**config.mk**
```make
export PLATFORM = sky130hd
export DESIGN_NAME = smram_router
export DESIGN_NICKNAME = d
export VERILOG_FILES = /design/src/rtl/smram_pkg.sv /design/src/rtl/smram_ctrl_reg.sv /design/src/rtl/smram_route_dec.sv /design/src/rtl/smram_router.sv
export SDC_FILE = /design/constraint.sdc
export NUM_CORES = 1
export LEC_CHECK = 0
export ABC_CLOCK_PERIOD_IN_PS = 1590
export BUFFER_PORTS_ARGS = -buffer_cell sky130_fd_sc_hd__buf_4
export CAP_MARGIN = 5
export CORE_AREA = 2 2 39 41
export CTS_CLUSTER_DIAMETER = 150
export DETAILED_ROUTE_END_ITERATION = 6
export DIE_AREA = 0 0 41 43
export PLACE_DENSITY_LB_ADDON = 0.1
export SYNTH_ARGS = -nofsm -noshare
export SYNTH_HDL_FRONTEND = slang
export SYNTH_SLANG_ARGS = --single-unit
```
**constraint.sdc**
```tcl
create_clock -name clk -period 1.59 [get_ports clk]
set_input_delay 0.0795 -clock clk [delete_from_list [all_inputs] [get_ports clk]]
set_output_delay 0.0795 -clock clk [all_outputs]
set_load 0.05 [all_outputs]
```
**src/rtl/smram_pkg.sv**
```systemverilog
package smram_pkg;

    localparam int CTRL_W     = 8;
    localparam int BASE_W     = 3;
    localparam int FIELD_W    = 4;
    localparam logic [BASE_W-1:0] BASE_FIXED = 3'b010;

    typedef struct packed {
        logic              rsvd;
        logic              dopen;
        logic              dcls;
        logic              dlck;
        logic              en;
        logic [BASE_W-1:0] base;
    } ctrl_t;

    typedef enum logic {
        ROUTE_PCI  = 1'b0,
        ROUTE_DRAM = 1'b1
    } route_e;

    typedef struct packed {
        route_e code;
        route_e data;
    } route_pair_t;

    function automatic ctrl_t ctrl_reset_val();
        ctrl_t c;
        c      = '0;
        c.base = BASE_FIXED;
        return c;
    endfunction

    // Next stored value for a write; the lock in the current value governs.
    function automatic ctrl_t ctrl_apply_write(ctrl_t cur, logic [CTRL_W-1:0] d);
        ctrl_t n;
        n       = ctrl_t'(d);
        n.rsvd  = 1'b0;
        n.base  = BASE_FIXED;
        if (cur.dlck) begin
            n.dlck  = 1'b1;
            n.dopen = 1'b0;
        end
        return n;
    endfunction

    function automatic logic ctrl_illegal(ctrl_t c);
        return c.en & c.dopen & c.dcls;
    endfunction

endpackage

```
**src/rtl/smram_ctrl_reg.sv**
```systemverilog
module smram_ctrl_reg
    import smram_pkg::*;
(
    input  logic              clk,
    input  logic              rst,
    input  logic              wr_en,
    input  logic [CTRL_W-1:0] wr_data,
    output ctrl_t             ctrl
);

    ctrl_t ctrl_r;
    ctrl_t ctrl_nxt;

    always_comb begin
        ctrl_nxt = ctrl_r;
        if (wr_en) begin
            ctrl_nxt = ctrl_apply_write(ctrl_r, wr_data);
        end
    end

    always_ff @(posedge clk) begin
        if (rst) begin
            ctrl_r <= ctrl_reset_val();
        end else begin
            ctrl_r <= ctrl_nxt;
        end
    end

    assign ctrl = ctrl_r;

endmodule

```
**src/rtl/smram_route_dec.sv**
```systemverilog
module smram_route_dec
    import smram_pkg::*;
(
    input  ctrl_t ctrl,
    input  logic  cpu_smm,
    input  logic  acc_code,
    output route_e route,
    output logic  illegal
);

    logic        bad_cfg;
    logic        visible;
    route_pair_t pair;

    assign bad_cfg = ctrl_illegal(ctrl);

    // The window is reachable from management mode, or from outside it
    // only while the open bit is set on an unlocked register.
    assign visible = cpu_smm | (ctrl.dopen & ~ctrl.dlck);

    always_comb begin
        pair.code = ROUTE_PCI;
        pair.data = ROUTE_PCI;
        if (ctrl.en && !bad_cfg && visible) begin
            pair.code = ROUTE_DRAM;
            pair.data = ctrl.dcls ? ROUTE_PCI : ROUTE_DRAM;
        end
    end

    assign route   = acc_code ? pair.code : pair.data;
    assign illegal = bad_cfg;

endmodule

```
**src/rtl/smram_router.sv**
```systemverilog
module smram_router
    import smram_pkg::*;
(
    input  logic              clk,
    input  logic              rst,
    input  logic              wr_en,
    input  logic [CTRL_W-1:0] wr_data,
    input  logic              cpu_smm,
    input  logic              acc_code,
    output logic [CTRL_W-1:0] ctrl_q,
    output logic              route_dram,
    output logic              illegal
);

    ctrl_t  ctrl;
    route_e route;

    smram_ctrl_reg u_reg (
        .clk     (clk),
        .rst     (rst),
        .wr_en   (wr_en),
        .wr_data (wr_data),
        .ctrl    (ctrl)
    );

    smram_route_dec u_dec (
        .ctrl     (ctrl),
        .cpu_smm  (cpu_smm),
        .acc_code (acc_code),
        .route    (route),
        .illegal  (illegal)
    );

    assign ctrl_q     = CTRL_W'(ctrl);
    assign route_dram = (route == ROUTE_DRAM);

endmodule

```
==> reports/metrics.csv, run 1 <==
metric;value;unit
MaxCap Viol Count;0;
hold-fix buffer count after cts;0;
Max Slew Vio Count;0;
share of post-route cells with drive strength above 1;0.4500;
Hold Fails Final Rpt;0;
# resized after CTS;0;
CP max FO;3;
share of total power in sequential cells;0.343;
Post-Syn Area;205.2;sq um
largest net degree at the start of global routing;6;
vias in the first global route;184;
routed vias/inst;3.732;
Setup crit start kind;flip-flop;
core area;1384;sq um
switching power;107.6;uW
WS Path Type;reg2out;
port bufs;14;
DRC viols;0;
first-pass GRT wire length;738;microns
RSZ-0062 raised after global routing;no;
Antenna Cells;0;
Hold/Removal Path Class;in2reg;
Clock Power Share;0.376;
Nets;55;
GPL Wtd Cong;0.6256;
arrival time worst endpoint;1070;ps
Total Wirelength;493;microns
synthesized flop and latch total;4;
PnR worst setup slack;442.3;ps
Comb pwr share;0.281;
Clock Sinks;4;
Clock Latency Late Sink;230;ps
element type at the critical path end;primary output;
skew final;0.004691;ps
Cell Int Power;221.4;uW
Root Buffer;clkbuf_4;
Post-Syn Instances;25;
H-tree levels;1;
Total Neg Setup Slack;0;ps
commonest non-fill, non-tap cells in the layout;14 x buf_4, 4 x conb_1, 4 x dfxtp_1;
WL/cell;8.804;microns
Synth cell types;12;
CTS tree;done;
aggregate global routing overflow;0;
fillers;164;
synthesized area per cell;8.208;sq um
initial antenna violation count;0;
die area;1763;sq um
via total after detailed routing;209;
initial core utilization;0.1483;
Post-CTS Setup Bufs;0;
switching share of power;0.3271;
Synth warnings;0;
CP Data Required Time;1510;ps
f_max;0.8713;GHz
CTS Buf Count;3;
clock tree buffer depth;2;
ANT nets after route;0;
PD cells;984.8;nW/um^2
Area Overhead vs Synth;62.80;%
CTS clk-pin slew, worst paths;40;ps
commonest non-fill, non-tap cell in the layout;buf_4;
leakage power;0.1689;nW
DRT iter0 DRCs;1;
Finish-stage setup viols;0;
Final Cycle Share;0.7218;
Die X;41;microns
Seq/Total Area, Yosys;0.3902;
Largest register FFs;4;
GRT Resource Usage Total;0.06921;
status;completed;
Die Ht;43;microns
floorplan row count;14;
Multi-input gate area;102.6;sq um
I/O pin cnt;23;
post-place setup slack;680.5;ps
drt first pass iters;2;
VDD IR max;0.0002938;V
Seq. cell area;80.08;sq um
fin crit period;1148;ps
total power draw;329.0;uW
==> worst max-delay path, cell delays in order, from the launching register on <==
cell and delay [ps]:
dfxtp_1 340, inv_1 60, a21oi_1 170, o21ai_2 70, buf_4 180
==> logic make-up after synthesis <==
kind of cell / Yosys count / share of synthesized area
buffers and inverters: 5 / 0.1646
flip-flops: 4 / 0.3903
other: 2 / 0.03660
AND/OR/NAND/NOR: 8 / 0.2134
AO/OA/AOI/OAI: 4 / 0.09752
multiplexers: 2 / 0.09756
==> cell type report <==
class	count	share of cell area
flip-flops and latches	4	0.2397
inverters	1	0.01124
well taps	16	0.05993
repair buffers	14	0.3146
clock buffers	3	0.06742
multi-input cells	18	0.3071
==> routing by layer <==
metal	up-vias	global-route usage	wire length (microns)
met3	0	0.04712	47
met2	8	0.09688	277
met1	96	0.05449	168
met4	0	0.08000	0
li1	105	-	-
met5	-	0	0
==> synthesized netlist by cell type (all sizes together) <==
cell    count  area share
mux2i       2       0.098
and3        1       0.031
nand3       1       0.024
conb        2       0.037
nand2b      2       0.061
inv         1       0.018
nor2        3       0.055
a21oi       3       0.073
o21ai       1       0.024
dfxtp       4        0.39
nand4b      1       0.043
buf         4        0.15
==> final timing paths <==
kind / from / end / slack [ps] / cells past startpoint
worst min-delay path: rst / u_reg.ctrl[6]$_SDFFE_PP0P_ / 30 / 2
worst min register to register: u_reg.ctrl[4]$_SDFFE_PP0P_ / u_reg.ctrl[4]$_SDFFE_PP0P_ / 510 / 2
worst max-delay path: u_reg.ctrl[4]$_SDFFE_PP0P_ / route_dram / 440 / 4
worst max register to register: u_reg.ctrl[4]$_SDFFE_PP0P_ / u_reg.ctrl[6]$_SDFFE_PP0P_ / 940 / 3
==> through the flow <==
step | hold slack, ps | util | cells | instance area (sq um)
floorplan | 148.6 | - | 27 | 216.5
global placement | 270.1 | 0.2251 | 53 | 311.5
detailed placement | 277.1 | 0.2251 | 53 | 311.5
CTS | 26.46 | 0.2414 | 56 | 334.1
global route | 18.56 | 0.2414 | 56 | 334.1
finish | 32.52 | 0.2414 | 56 | 334.1
==> power groups by stage <==
stage / registers [mW] / clock network, mW / logic, mW
floorplan: 0.135 / 0 / 0.0474
global placement: 0.115 / 0 / 0.0924
detailed placement: 0.115 / 0 / 0.0931
CTS: 0.113 / 0.129 / 0.0932
global route: 0.113 / 0.143 / 0.0971
finish: 0.113 / 0.124 / 0.0924
Note: power is estimated with default switching activity, not from simulation.
==> run 2: changes to the inputs <==
--- a/config.mk
+++ b/config.mk
@@ -5,7 +5,7 @@
 export SDC_FILE = /design/constraint.sdc
 export NUM_CORES = 1
 export LEC_CHECK = 0
-export ABC_CLOCK_PERIOD_IN_PS = 1590
+export ABC_CLOCK_PERIOD_IN_PS = 1150
 export BUFFER_PORTS_ARGS = -buffer_cell sky130_fd_sc_hd__buf_4
 export CAP_MARGIN = 5
 export CORE_AREA = 2 2 39 41
==> constraint.sdc (replaced) <==
create_clock -name clk -period 1.15 [get_ports clk]
set_input_delay 0.0575 -clock clk [delete_from_list [all_inputs] [get_ports clk]]
set_output_delay 0.0575 -clock clk [all_outputs]
set_load 0.05 [all_outputs]
==> reports/metrics.csv, run 2 (synthesized netlist as in run 1, its figures left out) <==
metric;value;unit
status;completed;
die area;1763;sq um
CP top delay family;flip-flops;
via total after detailed routing;218;
DRT iter0 DRCs;4;
CP Data Required Time;1090;ps
Setup crit start kind;flip-flop;
Comb pwr share;0.291;
switching share of power;0.3337;
WS Path Type;reg2out;
largest net degree at the start of global routing;6;
Die X;41;microns
Clock Latency Late Sink;230;ps
commonest non-fill, non-tap cell in the layout;buf_4;
Finish-stage setup viols;0;
PnR worst setup slack;50.82;ps
switching power;156.8;uW
I/O pin cnt;23;
ANT nets after route;0;
Nets;56;
floorplan row count;14;
core area;1384;sq um
clock tree buffer depth;2;
Hold Fails Final Rpt;0;
Area Overhead vs Synth;77.44;%
first-pass GRT wire length;752;microns
Finished Layout Cells;57;
Die Ht;43;microns
RSZ-0062 raised after global routing;no;
slowest stage delay, CP;330;ps
MaxCap Viol Count;0;
CP bufs+invs;1;
Critical Path Sink;route_dram;
FF-to-FF Start;u_reg.ctrl[4]$_SDFFE_PP0P_;
CTS Buf Count;3;
DRC viols;0;
Critical Path Stages;3;
CTS tree;done;
CP max FO;5;
Clock Sinks;4;
hold slack;66.56;ps
skew final;0.01642;ps
port bufs;14;
vias in the first global route;214;
WL/cell;8.982;microns
aggregate global routing overflow;0;
dpl cells;53;
initial core utilization;0.1483;
leakage power;0.1755;nW
post-place setup slack;209.2;ps
Crit-path slowest cell;dfxtp_2;
internal reg-to-reg setup slack;480;ps
H-tree levels;1;
arrival time worst endpoint;1040;ps
GRT Resource Usage Total;0.06820;
Worst Reg2Reg Path Length in Cells;3;
total power draw;469.9;uW
PD cells;1291;nW/um^2
initial antenna violation count;0;
Total Wirelength;512;microns
Max Slew Vio Count;0;
drt first pass iters;4;
CP startpoint;u_reg.ctrl[6]$_SDFFE_PP0P_;
Total Neg Setup Slack;0;ps
Root Buffer;clkbuf_4;
worst r2r dst;u_reg.ctrl[6]$_SDFFE_PP0P_;
crit-path cells;nand4b_1 > o21ai_4 > buf_6;
element type at the critical path end;primary output;
Hold/Removal Path Class;in2reg;
share of post-route cells with drive strength above 1;0.5610;
fin crit period;1099;ps
GPL Wtd Cong;0.6250;
fillers;160;
Clock Power Share;0.373;
Cell Int Power;313.1;uW
routed vias/inst;3.825;
VDD IR max;0.0003763;V
Final Cycle Share;0.9558;
commonest non-fill, non-tap cells in the layout;13 x buf_4, 4 x conb_1, 3 x nor2_1, 3 x clkbuf_4, 3 x dfxtp_2;
Antenna Cells;0;
f_max;0.9098;GHz
CTS clk-pin slew, worst paths;40;ps
share of total power in sequential cells;0.337;
Largest register FFs;4;
## run 2: power groups by stage
stage	logic, mW	registers [mW]	clock network (mW)
CTS	0.135	0.158	0.186
global placement	0.131	0.160	0
detailed placement	0.131	0.160	0
floorplan	0.0685	0.188	0
finish	0.137	0.158	0.175
global route	0.143	0.160	0.199
## run 2: area by class of cell
| cell class | count | area (sq um) | share of cell area |
|---|---|---|---|
| clock buffer | 3 | 22.52 | 0.06186 |
| inverter | 1 | 3.754 | 0.01031 |
| multi-input combinational | 18 | 115.1 | 0.3162 |
| sequential | 4 | 83.83 | 0.2302 |
| tap | 16 | 20.02 | 0.05498 |
| timing repair buffer | 15 | 118.9 | 0.3265 |
## run 2: stage by stage
| stage | utilization | cell area [sq um] |
|---|---|---|
| final | 0.2631 | 364.1 |
| after global routing | 0.2631 | 364.1 |
| after CTS | 0.2604 | 360.3 |
| after detailed placement | 0.2342 | 324.1 |
| after global placement | 0.2342 | 324.1 |
| after floorplan | - | 229.0 |
## run 2: worst min-delay path by stage
stage               slack, ps        from  depth (start not counted)                          to
global route               70  wr_data[3]                          3  u_reg.ctrl[3]$_SDFFE_PP0P_
global placement          240         rst                          2  u_reg.ctrl[6]$_SDFFE_PP0P_
detailed placement        240         rst                          2  u_reg.ctrl[6]$_SDFFE_PP0P_
floorplan                 120         rst                          1  u_reg.ctrl[6]$_SDFFE_PP0P_
finish                     70  wr_data[3]                          3  u_reg.ctrl[3]$_SDFFE_PP0P_
CTS                        50  wr_data[5]                          3  u_reg.ctrl[5]$_SDFFE_PP0P_
## run 2: what timing repair did
action	4_1_cts	5_1_grt
setup buffers	0	0
hold buffers	1	0
setup endpoints to repair	1	1
endpoints found under the hold margin	3	0
gates resized for setup	1	1
pin swaps	0	1
## run 2: worst register-to-register path: stages (launching register included)
cell     delay [ps]
dfxtp_2         320
inv_1            80
nand3_1          70
a21oi_1         130
## run 2: metal layers
| metal | up-vias | global-route usage | wire length [microns] |
|---|---|---|---|
| met1 | 99 | 0.05128 | 176 |
| met3 | 0 | 0.01571 | 58 |
| met5 | - | 0 | 0 |
| met4 | 0 | 0.1000 | 0 |
| met2 | 13 | 0.1063 | 277 |
| li1 | 106 | - | - |
==> run 3: changes to the inputs <==
--- a/config.mk
+++ b/config.mk
@@ -15,4 +15,5 @@
 export PLACE_DENSITY_LB_ADDON = 0.1
 export SYNTH_ARGS = -nofsm -noshare
 export SYNTH_HDL_FRONTEND = slang
+export SYNTH_HIERARCHICAL = 1
 export SYNTH_SLANG_ARGS = --single-unit
==> reports/metrics.csv, run 3 <==
metric;value;unit
top post-synthesis cells by area;dfxtp_1 39%, buf_4 15%, mux2i_1 9.7%;
initial antenna violation count;0;
initial core utilization;0.1492;
GPL Wtd Cong;0.6516;
Post-Syn Instances;25;
commonest non-fill, non-tap cells in the layout;14 x buf_4, 4 x conb_1, 3 x clkbuf_4, 3 x nor2_1, 3 x dfxtp_4;
Die Ht;43;microns
Nets;57;
ANT nets after route;0;
core area;1384;sq um
CTS clk-pin slew, worst paths;40;ps
leakage power;0.1878;nW
total power draw;459.2;uW
first-pass GRT wire length;634;microns
skew final;0.06842;ps
CTS Buf Count;3;
Finish-stage setup viols;0;
element type at the critical path end;primary output;
fin crit period;1117;ps
Seq. cell area;91.34;sq um
GRT Resource Usage Total;0.06231;
Synth cell types;14;
CTS tree;done;
crit-path cells;o21ai_1 > a31o_2 > buf_8;
synthesized flop and latch total;4;
floorplan row count;14;
Final Cycle Share;0.9710;
aggregate global routing overflow;0;
largest net degree at the start of global routing;6;
WS Path Type;reg2out;
Hold Fails Final Rpt;0;
drt first pass iters;1;
share of the synthesized area in the top cell type;0.3879;
VDD IR max;0.0002959;V
hold slack;64.57;ps
top cells by count, synth;4 x buf_4, 4 x dfxtp_1, 3 x nor2_1;
Largest register FFs;4;
Hold/Removal Path Class;in2reg;
Root Buffer;clkbuf_4;
slowest stage delay, CP;360;ps
Post-synth ARST share;0;
Area Overhead vs Synth;81.82;%
WL/cell;8.897;microns
Total Wirelength;516;microns
clock tree buffer depth;2;
synthesized area per cell;8.258;sq um
Setup crit start kind;flip-flop;
f_max;0.8955;GHz
MaxCap Viol Count;0;
vias in the first global route;143;
Die X;41;microns
I/O pin cnt;23;
DRT iter0 DRCs;0;
CP Data Required Time;1090;ps
DRC viols;0;
commonest non-fill, non-tap cell in the layout;buf_4;
fillers;162;
Synth warnings;6;
port bufs;14;
via total after detailed routing;210;
Crit-path slowest cell;dfxtp_4;
arrival time worst endpoint;1060;ps
PD cells;1223;nW/um^2
Max Slew Vio Count;0;
die area;1763;sq um
Clock Sinks;4;
status;completed;
Antenna Cells;0;
share of post-route cells with drive strength above 1;0.5952;
Post-Syn Area;206.4;sq um
CP max FO;5;
Seq/Total Area, Yosys;0.3879;
final design utilization;0.2712;
routed vias/inst;3.621;
area leader, netlist;dfxtp_1;
number of synthesized flops with an enable pin;0;
ys flop type;dfxtp_1;
Clock Latency Late Sink;230;ps
H-tree levels;1;
Multi-input gate area;107.6;sq um
[run 3: changes by cell type after synthesis, sizes merged]
cell	before	now
nand4b	1	0
a21oi	3	2
nand2	0	1
nor3	0	1
nand2b	2	1
a31o	0	1
nand3b	0	1
nand3	1	0
[run 3: final cells by class]
cell class | count | share of cell area
Timing Repair Buffer | 16 | 0.3467
Multi-Input combinational cell | 18 | 0.2867
Sequential cell | 4 | 0.2433
Clock buffer | 3 | 0.06000
Tap cell | 16 | 0.05333
Inverter | 1 | 0.01000
[run 3: routing by layer]
metal | track usage | part of all wire | wire, microns
met5 | 0 | 0 | 0
met4 | 0.06000 | 0 | 0
met3 | 0.04712 | 0.13 | 69
met2 | 0.06250 | 0.46 | 235
met1 | 0.07742 | 0.41 | 211
[run 3: cells by family after synthesis]
| logic type | Yosys count | synth area share |
|---|---|---|
| flops | 4 | 0.3879 |
| compound gates | 4 | 0.1151 |
| buf+inv | 5 | 0.1636 |
| mux | 2 | 0.09697 |
| simple gates | 8 | 0.2000 |
| other cells | 2 | 0.03638 |
[run 3: metrics by stage]
stage	TNS (ps)	area, sq um	cells	setup slack (ps)
global route	-20.00	375.4	58	-20.00
global placement	0	312.8	53	250.2
detailed placement	0	312.8	53	239.5
floorplan	0	217.7	27	6.224
finish	0	375.4	58	33.35
CTS	0	349.1	57	6.752
[run 3: final timing paths]
check | start | endpoint | slack (ps) | depth (start not counted)
min | wr_data[3] | u_reg/ctrl[3]$_SDFFE_PP0P_ | 60 | 3
min reg2reg | u_reg/ctrl[5]$_SDFFE_PP0P_ | u_reg/ctrl[5]$_SDFFE_PP0P_ | 530 | 2
max reg2reg | u_reg/ctrl[6]$_SDFFE_PP0P_ | u_reg/ctrl[6]$_SDFFE_PP0P_ | 460 | 3
max | u_reg/ctrl[6]$_SDFFE_PP0P_ | route_dram | 30 | 3
[run 3: repair_timing]
item,in CTS,in global routing
endpoints found under the setup margin,1,1
gates cloned,0,0
setup buffers,0,1
resized for setup,1,7
pin swaps,0,2
hold endpoints to repair,1,0
hold buffers,1,0
[run 3: power breakdown]
| group | internal [mW] | switching, mW |
|---|---|---|
| registers | 0.146 | 0.0108 |
| clock network | 0.117 | 0.0553 |
| logic | 0.0473 | 0.0835 |
[run 3: critical path, delay by kind of cell, from the launching register on]
| family | cells | cell delay (ps) |
|---|---|---|
| AO/OA/AOI/OAI | 2 | 330 |
| flip-flops | 1 | 360 |
| buffers and inverters | 1 | 150 |
